**config.mk**
```make
export PLATFORM = sky130hd
export DESIGN_NAME = pwr_seq_top
export DESIGN_NICKNAME = d
export VERILOG_FILES = /design/src/rtl/pwr_seq_pkg.sv /design/src/rtl/pwr_pin_qual.sv /design/src/rtl/pwr_phase_fsm.sv /design/src/rtl/pwr_rx_ctl.sv /design/src/rtl/pwr_seq_top.sv
export SDC_FILE = /design/constraint.sdc
export NUM_CORES = 1
export LEC_CHECK = 0
export BUFFER_PORTS_ARGS = -buffer_cell sky130_fd_sc_hd__buf_2
export CAP_MARGIN = 20
export CORE_MARGIN = 1.5
export CORE_UTILIZATION = 50
export DETAILED_ROUTE_END_ITERATION = 12
export PLACE_DENSITY = 0.81
export SLEW_MARGIN = 15
export SYNTH_ARGS = -nofsm -noshare
export SYNTH_HDL_FRONTEND = slang
export SYNTH_HIERARCHICAL = 1
export SYNTH_SLANG_ARGS = --single-unit
export TNS_END_PERCENT = 30
```
**constraint.sdc**
```tcl
create_clock -name clk -period 2.22 [get_ports clk]
set_input_delay 0.111 -clock clk [delete_from_list [all_inputs] [get_ports clk]]
set_output_delay 0.111 -clock clk [all_outputs]
set_load 0.005 [all_outputs]
```
**src/rtl/pwr_seq_pkg.sv**
```systemverilog
package pwr_seq_pkg;

  typedef enum logic [2:0] {
    PH_OFF    = 3'd0,
    PH_PRESET = 3'd1,
    PH_INIT   = 3'd2,
    PH_RUN    = 3'd3,
    PH_SLEEP  = 3'd4
  } phase_e;

  function automatic int unsigned max3(input int unsigned a, input int unsigned b,
                                       input int unsigned c);
    int unsigned m;
    m = (a > b) ? a : b;
    return (m > c) ? m : c;
  endfunction

endpackage

```
**src/rtl/pwr_pin_qual.sv**
```systemverilog
// Qualifies the power-down pin: it counts consecutive high samples and
// saturates at the minimum width.
module pwr_pin_qual #(
  parameter int unsigned MIN_CYC = 1356
) (
  input  logic clk,
  input  logic rst,
  input  logic pin_i,
  output logic qual_o
);
  localparam int unsigned CW = $clog2(MIN_CYC + 1);
  localparam logic [CW-1:0] LIM = CW'(MIN_CYC);

  logic [CW-1:0] run_q;

  always_ff @(posedge clk) begin
    if (rst) begin
      run_q <= '0;
    end else if (!pin_i) begin
      run_q <= '0;
    end else if (run_q != LIM) begin
      run_q <= run_q + 1'b1;
    end
  end

  assign qual_o = (run_q == LIM);

endmodule

```
**src/rtl/pwr_phase_fsm.sv**
```systemverilog
// Phase sequencer: power-down, reset, initialising, ready and standby.
module pwr_phase_fsm
  import pwr_seq_pkg::*;
#(
  parameter int unsigned RST_CYC  = 512,
  parameter int unsigned INIT_CYC = 64,
  parameter int unsigned EXIT_CYC = 4
) (
  input  logic   clk,
  input  logic   rst,
  input  logic   hold_i,
  input  logic   osc_ok_i,
  input  logic   stby_wr_i,
  input  logic   stby_val_i,
  output phase_e phase_o,
  output logic   preset_now_o,
  output logic   ready_o,
  output logic   clk_en_o,
  output logic   stby_rd_o
);
  localparam int unsigned CMAX = max3(RST_CYC, INIT_CYC, EXIT_CYC);
  localparam int unsigned CW   = $clog2(CMAX + 1);
  localparam logic [CW-1:0] RST_LAST  = CW'(RST_CYC - 1);
  localparam logic [CW-1:0] INIT_LAST = CW'(INIT_CYC - 1);
  localparam logic [CW-1:0] EXIT_LAST = CW'(EXIT_CYC - 1);

  phase_e        st_q, st_d;
  logic [CW-1:0] cnt_q, cnt_d;
  logic          exit_q, exit_d;
  logic          clk_en_q, stby_q;

  always_comb begin
    st_d         = st_q;
    cnt_d        = cnt_q;
    exit_d       = exit_q;
    preset_now_o = 1'b0;
    if (hold_i) begin
      st_d   = PH_OFF;
      cnt_d  = '0;
      exit_d = 1'b0;
    end else begin
      case (st_q)
        PH_OFF: begin
          st_d  = PH_PRESET;
          cnt_d = '0;
        end
        PH_PRESET: begin
          if (osc_ok_i) begin
            preset_now_o = 1'b1;
            if (cnt_q == RST_LAST) begin
              st_d  = PH_INIT;
              cnt_d = '0;
            end else begin
              cnt_d = cnt_q + 1'b1;
            end
          end
        end
        PH_INIT: begin
          if (cnt_q == INIT_LAST) begin
            st_d  = PH_RUN;
            cnt_d = '0;
          end else begin
            cnt_d = cnt_q + 1'b1;
          end
        end
        PH_RUN: begin
          if (stby_wr_i && stby_val_i) begin
            st_d   = PH_SLEEP;
            cnt_d  = '0;
            exit_d = 1'b0;
          end
        end
        PH_SLEEP: begin
          if (exit_q) begin
            if (cnt_q == EXIT_LAST) begin
              st_d   = PH_RUN;
              cnt_d  = '0;
              exit_d = 1'b0;
            end else begin
              cnt_d = cnt_q + 1'b1;
            end
          end else if (stby_wr_i && !stby_val_i) begin
            exit_d = 1'b1;
            cnt_d  = '0;
          end
        end
        default: begin
          st_d  = PH_OFF;
          cnt_d = '0;
        end
      endcase
    end
  end

  always_ff @(posedge clk) begin
    if (rst) begin
      st_q     <= PH_OFF;
      cnt_q    <= '0;
      exit_q   <= 1'b0;
      clk_en_q <= 1'b1;
      stby_q   <= 1'b0;
    end else begin
      st_q     <= st_d;
      cnt_q    <= cnt_d;
      exit_q   <= exit_d;
      clk_en_q <= (st_d != PH_SLEEP);
      stby_q   <= (st_d == PH_SLEEP);
    end
  end

  assign phase_o   = st_q;
  assign ready_o   = (st_q == PH_RUN);
  assign clk_en_o  = clk_en_q;
  assign stby_rd_o = stby_q;

endmodule

```
**src/rtl/pwr_rx_ctl.sv**
```systemverilog
// Holds the receiver auto-power-down bit and drives the receiver supply enable.
module pwr_rx_ctl (
  input  logic clk,
  input  logic rst,
  input  logic preset_i,
  input  logic ready_i,
  input  logic wr_i,
  input  logic val_i,
  input  logic busy_i,
  output logic rx_pwr_o
);
  logic apd_q;
  logic pwr_q;

  always_ff @(posedge clk) begin
    if (rst) begin
      apd_q <= 1'b0;
      pwr_q <= 1'b0;
    end else begin
      if (preset_i) begin
        apd_q <= 1'b0;
      end else if (ready_i && wr_i) begin
        apd_q <= val_i;
      end
      pwr_q <= ready_i && (!apd_q || busy_i);
    end
  end

  assign rx_pwr_o = pwr_q;

endmodule

```
**src/rtl/pwr_seq_top.sv**
```systemverilog
module pwr_seq_top
  import pwr_seq_pkg::*;
#(
  parameter int unsigned PD_MIN_CYC = 1356,
  parameter int unsigned RST_CYC    = 512,
  parameter int unsigned INIT_CYC   = 64,
  parameter int unsigned EXIT_CYC   = 4
) (
  input  logic       clk,
  input  logic       rst,
  input  logic       por_i,
  input  logic       pd_pin_i,
  input  logic       osc_ok_i,
  input  logic       stby_wr_i,
  input  logic       stby_wdata_i,
  input  logic       rxapd_wr_i,
  input  logic       rxapd_wdata_i,
  input  logic       rx_busy_i,
  output logic [2:0] phase_o,
  output logic       preset_o,
  output logic       clk_en_o,
  output logic       rx_pwr_o,
  output logic       stby_rd_o
);
  logic   pin_qual;
  logic   hold;
  logic   preset_now;
  logic   ready;
  logic   preset_q;
  phase_e phase;

  pwr_pin_qual #(.MIN_CYC(PD_MIN_CYC)) pin_qual_i (
    .clk    (clk),
    .rst    (rst),
    .pin_i  (pd_pin_i),
    .qual_o (pin_qual)
  );

  assign hold = por_i | pin_qual;

  pwr_phase_fsm #(
    .RST_CYC  (RST_CYC),
    .INIT_CYC (INIT_CYC),
    .EXIT_CYC (EXIT_CYC)
  ) fsm_i (
    .clk          (clk),
    .rst          (rst),
    .hold_i       (hold),
    .osc_ok_i     (osc_ok_i),
    .stby_wr_i    (stby_wr_i),
    .stby_val_i   (stby_wdata_i),
    .phase_o      (phase),
    .preset_now_o (preset_now),
    .ready_o      (ready),
    .clk_en_o     (clk_en_o),
    .stby_rd_o    (stby_rd_o)
  );

  pwr_rx_ctl rx_i (
    .clk      (clk),
    .rst      (rst),
    .preset_i (preset_now),
    .ready_i  (ready),
    .wr_i     (rxapd_wr_i),
    .val_i    (rxapd_wdata_i),
    .busy_i   (rx_busy_i),
    .rx_pwr_o (rx_pwr_o)
  );

  always_ff @(posedge clk) begin
    if (rst) preset_q <= 1'b0;
    else     preset_q <= preset_now;
  end

  assign preset_o = preset_q;
  assign phase_o  = phase;

endmodule

```
==> results.cfg, run 1 <==
[timing]
min_period_ps = 2080
period_share = 0.935
fin_hold_ws_ps = 29.7
relSlewSlack = 0.641
fin_tns_setup_ps = 0
drv_slew = 0
fin_skew_ps = 16.9
worst_slew_pin_slew_ps = 532
fmax_ghz = 0.482
final-hold-violation-count = 0
setup_viol_count_final = 0
grt_setup_unrepaired = no

[floorplan]
boundaryPins = 17
die_h_um = 62.1
rows = 21
core_um2 = 3340
die_area_um2 = 3860
die_w_um = 62.1
initial_core_util = 0.524

[critical_path]
worst_path_most_repeated_cell = a22o_1
ff2ff_setup_slack_ps = 140
path_cells = or4_4 > o311ai_1 > o211ai_4 > a22o_1 > a22o_1
slowest_delay_ps = 540
worstReg2RegStart = fsm_i/cnt_q[6]$_SDFFE_PP0P_
crit_type = reg -> reg
cp.arrival_ps = 2290
end_kind = register
start_kind = register
crit_fanout = 7
slowest_stage = or4_4
critical_path_required_ps = 2430
r2r_cells = 5
rr_endpoint = fsm_i/cnt_q[3]$_SDFFE_PP0P_

[grt]
grt_overflow = 0
first_global_vias = 1484
grt_pass1_wl_mm = 6.61
antenna_found_initial = 0
grt_max_degree = 13
grt_util_all_layers = 0.209

[placed_design]
port_buffers = 16
place_hpwl_mm = 2.76
placed_cell_area_um2 = 1910
gp_congestion = 0.893
dp.cells = 270

[job]
maxCapViolations = 0

[yosys]
synth_nets = 219
async_reset_ff_frac = 0
syn_inst = 206
yosys_register_bits = 30
synth-edff-count = 0
ys.flop_type = dfxtp_1
avgSynthCellArea_um2 = 8.49
netlist_area_um2 = 1750
synth_warnings = 6
yosysSeqAreaShare = 0.344
synth.distinct_cells = 59

[status]
outcome = finished, final reports clean

[pwr]
finalPower_mw = 0.959
power_density_nw_per_um2 = 479
vdd_drop_max_v = 0.000214
leakagePower_nw = 0.732

[drt]
vias_per_cell = 6.01
drc = 0
num_vias = 1678
first_pass_iters = 4
antenna_left = 0
first_iter_violations = 106
wirelength_mm = 3.91
post_drt_wl_per_cell_um = 14.0

[worst_hold_path]
hp-class = in -> reg
hold_start = rst
whs_path_depth = 2
holdPathEnd = rx_i/apd_q$_SDFFE_PP0P_

[clock_network]
clock_latency_ps = 330
clk_path_buf_depth = 2
clkSinkCount = 30
root_buffer = clkbuf_4
cts_tree = built
cts_buffers = 5
ctsHtreeMaxLevel = 2
clk_pin_slew_ps = 100
postCtsHoldBufs = 0

[final_layout]
final_cell_area_um2 = 2000
drive_above_1_share = 0.240
instances_no_fill = 279
fin_nets = 245
diodes = 0
area_delta_synth_final_pct = 14.5
stage by stage:
stage	util	setup WS (ps)
after floorplan	-	90.3
after global placement	0.574	192
after detailed placement	0.574	134
after CTS	0.592	85.4
after global routing	0.600	18.1
final	0.600	144
how the worst max path moves through the flow:
stage	depth (start not counted)	startpoint	endpoint
after global routing	11	pin_qual_i/run_q[0]$_SDFFE_PP0P_	fsm_i/cnt_q[1]$_SDFFE_PP0P_
final	5	fsm_i/cnt_q[6]$_SDFFE_PP0P_	fsm_i/cnt_q[3]$_SDFFE_PP0P_
after detailed placement	9	pin_qual_i/run_q[0]$_SDFFE_PP0P_	fsm_i/cnt_q[2]$_SDFFE_PP0P_
after floorplan	10	pin_qual_i/run_q[0]$_SDFFE_PP0P_	fsm_i/cnt_q[2]$_SDFFE_PP0P_
after CTS	9	pin_qual_i/run_q[0]$_SDFFE_PP0P_	fsm_i/cnt_q[3]$_SDFFE_PP0P_
after global placement	9	pin_qual_i/run_q[0]$_SDFFE_PP0P_	fsm_i/cnt_q[2]$_SDFFE_PP0P_
layout by cell type (no fill, tap or decap), types with 2 or more instances in the layout:
master	n
and4bb_2	2
a21oi_1	12
a22o_1	4
nor4_1	6
a211o_1	2
o311ai_1	2
dfxtp_1	30
nand3_1	11
buf_2	16
a31oi_1	4
nor3_1	7
and2_1	2
xnor2_1	2
ha_1	3
nor2b_1	5
nor2_1	11
clkbuf_4	5
nand2_1	17
or3_2	2
or4_1	3
a211oi_2	2
buf_4	11
nor3b_1	5
or2_1	2
nand4_1	4
and3_1	2
o31ai_1	3
nand4_2	2
or3_1	4
o21ai_0	9
inv_1	11
critical path, delay by kind of cell (launching register included):
kind            cells  cell delay (ps)
flops               1              370
compound gates      4             1030
simple gates        1              540
sequential cells by signal, summed over array words and instances (netlist names):
name	cells
fsm_i/clk_en_o	1
fsm_i/cnt_q	10
fsm_i/exit_q	1
fsm_i/phase_o	3
fsm_i/stby_rd_o	1
pin_qual_i/run_q	11
preset_o	1
rx_i/apd_q	1
rx_i/rx_pwr_o	1
what timing repair did:
item                                    CTS  global route
endpoints found under the setup margin    0             4
gates resized for setup                   0             3
buffers inserted                          0             1
kinds of logic after synthesis:
family | count (synthesis) | share of synthesized area
adder cells (fa/ha/maj) | 3 | 0.0215
buffers and inverters | 19 | 0.0501
AO/OA/AOI/OAI | 51 | 0.208
flip-flops | 30 | 0.344
XOR/XNOR | 3 | 0.0150
AND/OR/NAND/NOR | 100 | 0.361
where the power goes:
part / total (mW) / switching [mW] / internal [mW]
combinational: 0.0710 / 0.0399 / 0.0311
clock: 0.344 / 0.190 / 0.153
sequential: 0.545 / 0.00373 / 0.541
total: 0.959 / 0.234 / 0.725
synthesized netlist by cell type (4+ instances only):
cell | count | area share
nand2_1 | 17 | 0.037
a21oi_1 | 12 | 0.034
nor3b_1 | 5 | 0.021
or3_1 | 4 | 0.014
nor3_1 | 7 | 0.020
dfxtp_1 | 30 | 0.34
a22o_1 | 4 | 0.020
nor2_1 | 11 | 0.024
nand3_1 | 11 | 0.031
a31oi_1 | 4 | 0.014
inv_1 | 11 | 0.024
nor2b_1 | 5 | 0.018
nor4_1 | 6 | 0.021
o21ai_0 | 9 | 0.026
nand4_1 | 4 | 0.014
metal layers:
layer	share of wire	GRT usage	up-vias
met5	0	0	-
met4	0.016	0.0889	0
met3	0.053	0.0507	6
met2	0.45	0.317	59
met1	0.48	0.286	787
li1	-	-	826
final cells by class:
class	instances	area, µm²
Multi-Input combinational cell	157	1080
Inverter	11	41.3
Clock inverter	1	5.00
Fill cell	296	1340
Timing Repair Buffer	27	163
Sequential cell	30	601
Clock buffer	7	55.1
Tap cell	46	57.6
(Power assumes the default switching activity.)
==> inputs of run 2 (changes only) <==
- BUFFER_PORTS_ARGS: -buffer_cell sky130_fd_sc_hd__buf_2 -> unset
- DONT_BUFFER_PORTS: unset -> 1
- PLACE_DENSITY: 0.81 -> 0.77
- RECOVER_POWER: unset -> 25
==> run 2 against run 1 <==
Critical path depth up 4. Utilization decreased by 0.90 points. Sequential power hardly changed. Clock-buffer cell count stayed put. Register-to-register slack worse by 20 ps. Cell area down 1.5%. Hold slack improved by 66 ps. Maximum frequency down 1.1%. Via count is 0.77% higher. Die area unchanged. Critical endpoint is now fsm_i/cnt_q[2]$_SDFFE_PP0P_. Largest power group unchanged.
==> results.cfg, run 2 (same netlist as run 1, synthesis figures left out) <==
[final_layout]
area_delta_synth_final_pct = 12.7
largest_reg_flops = 11
largest-register = pin_qual_i/run_q
fin_nets = 234
fillers = 294
diodes = 0
multi_input_area_um2 = 1080
final_common_cell = dfxtp_1
regArea_um2 = 601
mostFrequentLayoutCells = 30 x dfxtp_1, 17 x nand2_1, 12 x a21oi_1
drive_above_1_share = 0.176

[clock_network]
cts_tree = built
cts_buffers = 5
clk_path_buf_depth = 2
ctsHtreeMaxLevel = 2
root_buffer = clkbuf_4
clkSinkCount = 30
clk_pin_slew_ps = 100
clock_latency_ps = 340

[job]
maxCapViolations = 0

[drt]
first_iter_violations = 284
vias_per_cell = 6.31
antenna_left = 0
drc = 0
wirelength_mm = 4.27
post_drt_wl_per_cell_um = 15.9
first_pass_iters = 4
num_vias = 1691

[critical_path]
slowest_delay_ps = 350
start_kind = register
critPathBufInv = 1
end_kind = register
startpoint = pin_qual_i/run_q[0]$_SDFFE_PP0P_
cp.arrival_ps = 2360
slowest_stage = or2_2
crit_cells = 9
crit_fanout = 7
ff2ff_setup_slack_ps = 120
crit_type = reg -> reg
rr_endpoint = fsm_i/cnt_q[2]$_SDFFE_PP0P_
critical_path_required_ps = 2480
worstReg2RegStart = pin_qual_i/run_q[0]$_SDFFE_PP0P_
cp-endpoint = fsm_i/cnt_q[2]$_SDFFE_PP0P_
crit_family = simple AND/OR/NAND/NOR gates
path_cells = inv_1 > ha_1 > nand4bb_1 > nor3_4 > or2_4 > or2_2 > o211ai_4 > a32oi_1 > o22ai_1
r2r_cells = 9

[floorplan]
rows = 21
initial_core_util = 0.524
boundaryPins = 17
core_um2 = 3340
die_area_um2 = 3860
die_h_um = 62.1
die_w_um = 62.1

[status]
outcome = finished, final reports clean

[timing]
period_share = 0.945
fin_hold_ws_ps = 95.6
relSlewSlack = 0.627
fin_skew_ps = 10.3
worst_slew_pin_slew_ps = 552
setup_slack_ps = 121
final-hold-violation-count = 0
fmax_ghz = 0.477
setup_viol_count_final = 0
drv_slew = 0
min_period_ps = 2100

[placed_design]
place_hpwl_mm = 2.88
place_ws_ps = 97.3
gp_congestion = 0.845
port_buffers = 0

[grt]
first_global_vias = 1552
grt_max_degree = 13
grt_util_all_layers = 0.231
antenna_found_initial = 0
grt_overflow = 0
grt_pass1_wl_mm = 7.16

[worst_hold_path]
hp-class = in -> reg

[pwr]
finalPower_mw = 0.961
vdd_drop_max_v = 0.000173
leakagePower_nw = 0.669
power_density_nw_per_um2 = 488
==> run 2: worst min path at each step <==
stage	from	slack [ps]	depth (start not counted)	end
3_5_place_dp	rst	180	1	rx_i/apd_q$_SDFFE_PP0P_
4_1_cts	rst	30	2	fsm_i/cnt_q[8]$_SDFFE_PP0P_
6_report	rst	100	2	pin_qual_i/run_q[9]$_SDFFE_PP0P_
2_1_floorplan	rst	180	1	rx_i/apd_q$_SDFFE_PP0P_
3_3_place_gp	rst	180	1	rx_i/apd_q$_SDFFE_PP0P_
5_1_grt	por_i	110	3	fsm_i/cnt_q[8]$_SDFFE_PP0P_
==> run 2: repair_timing <==
| item | CTS | global route |
|---|---|---|
| setup buffers | 0 | 0 |
| endpoints found under the hold margin | 8 | 1 |
| hold buffers | 5 | 1 |
| gates resized for setup | 0 | 5 |
| setup endpoints to repair | 0 | 4 |
==> run 2: power by group <==
group	switching, mW	internal, mW	total, mW
combinational	0.0364	0.0307	0.0671
clock	0.195	0.153	0.348
sequential	0.00458	0.541	0.546
total	0.236	0.725	0.961
==> run 2: layout make-up <==
| class | instances | share of cell area |
|---|---|---|
| clock buffer | 7 | 0.0279 |
| inverter | 11 | 0.0210 |
| tap | 46 | 0.0292 |
| clock inverter | 1 | 0.00254 |
| timing repair buffer | 16 | 0.0667 |
| multi-input combinational | 157 | 0.548 |
| sequential | 30 | 0.305 |
==> run 2: metal layers <==
metal	global-route usage	routed length [µm]
met5	0	0
met4	0.111	87
met3	0.0435	341
met2	0.387	2050
met1	0.286	1790
==> run 2: metrics by stage <==
step	cell area, µm²	std cells	utilization	TNS [ps]
detailed placement	1830	254	0.550	0
global placement	1830	254	0.550	0
finish	1970	268	0.591	0
global route	1970	268	0.591	-178
floorplan	1750	206	-	0
CTS	1940	267	0.583	0
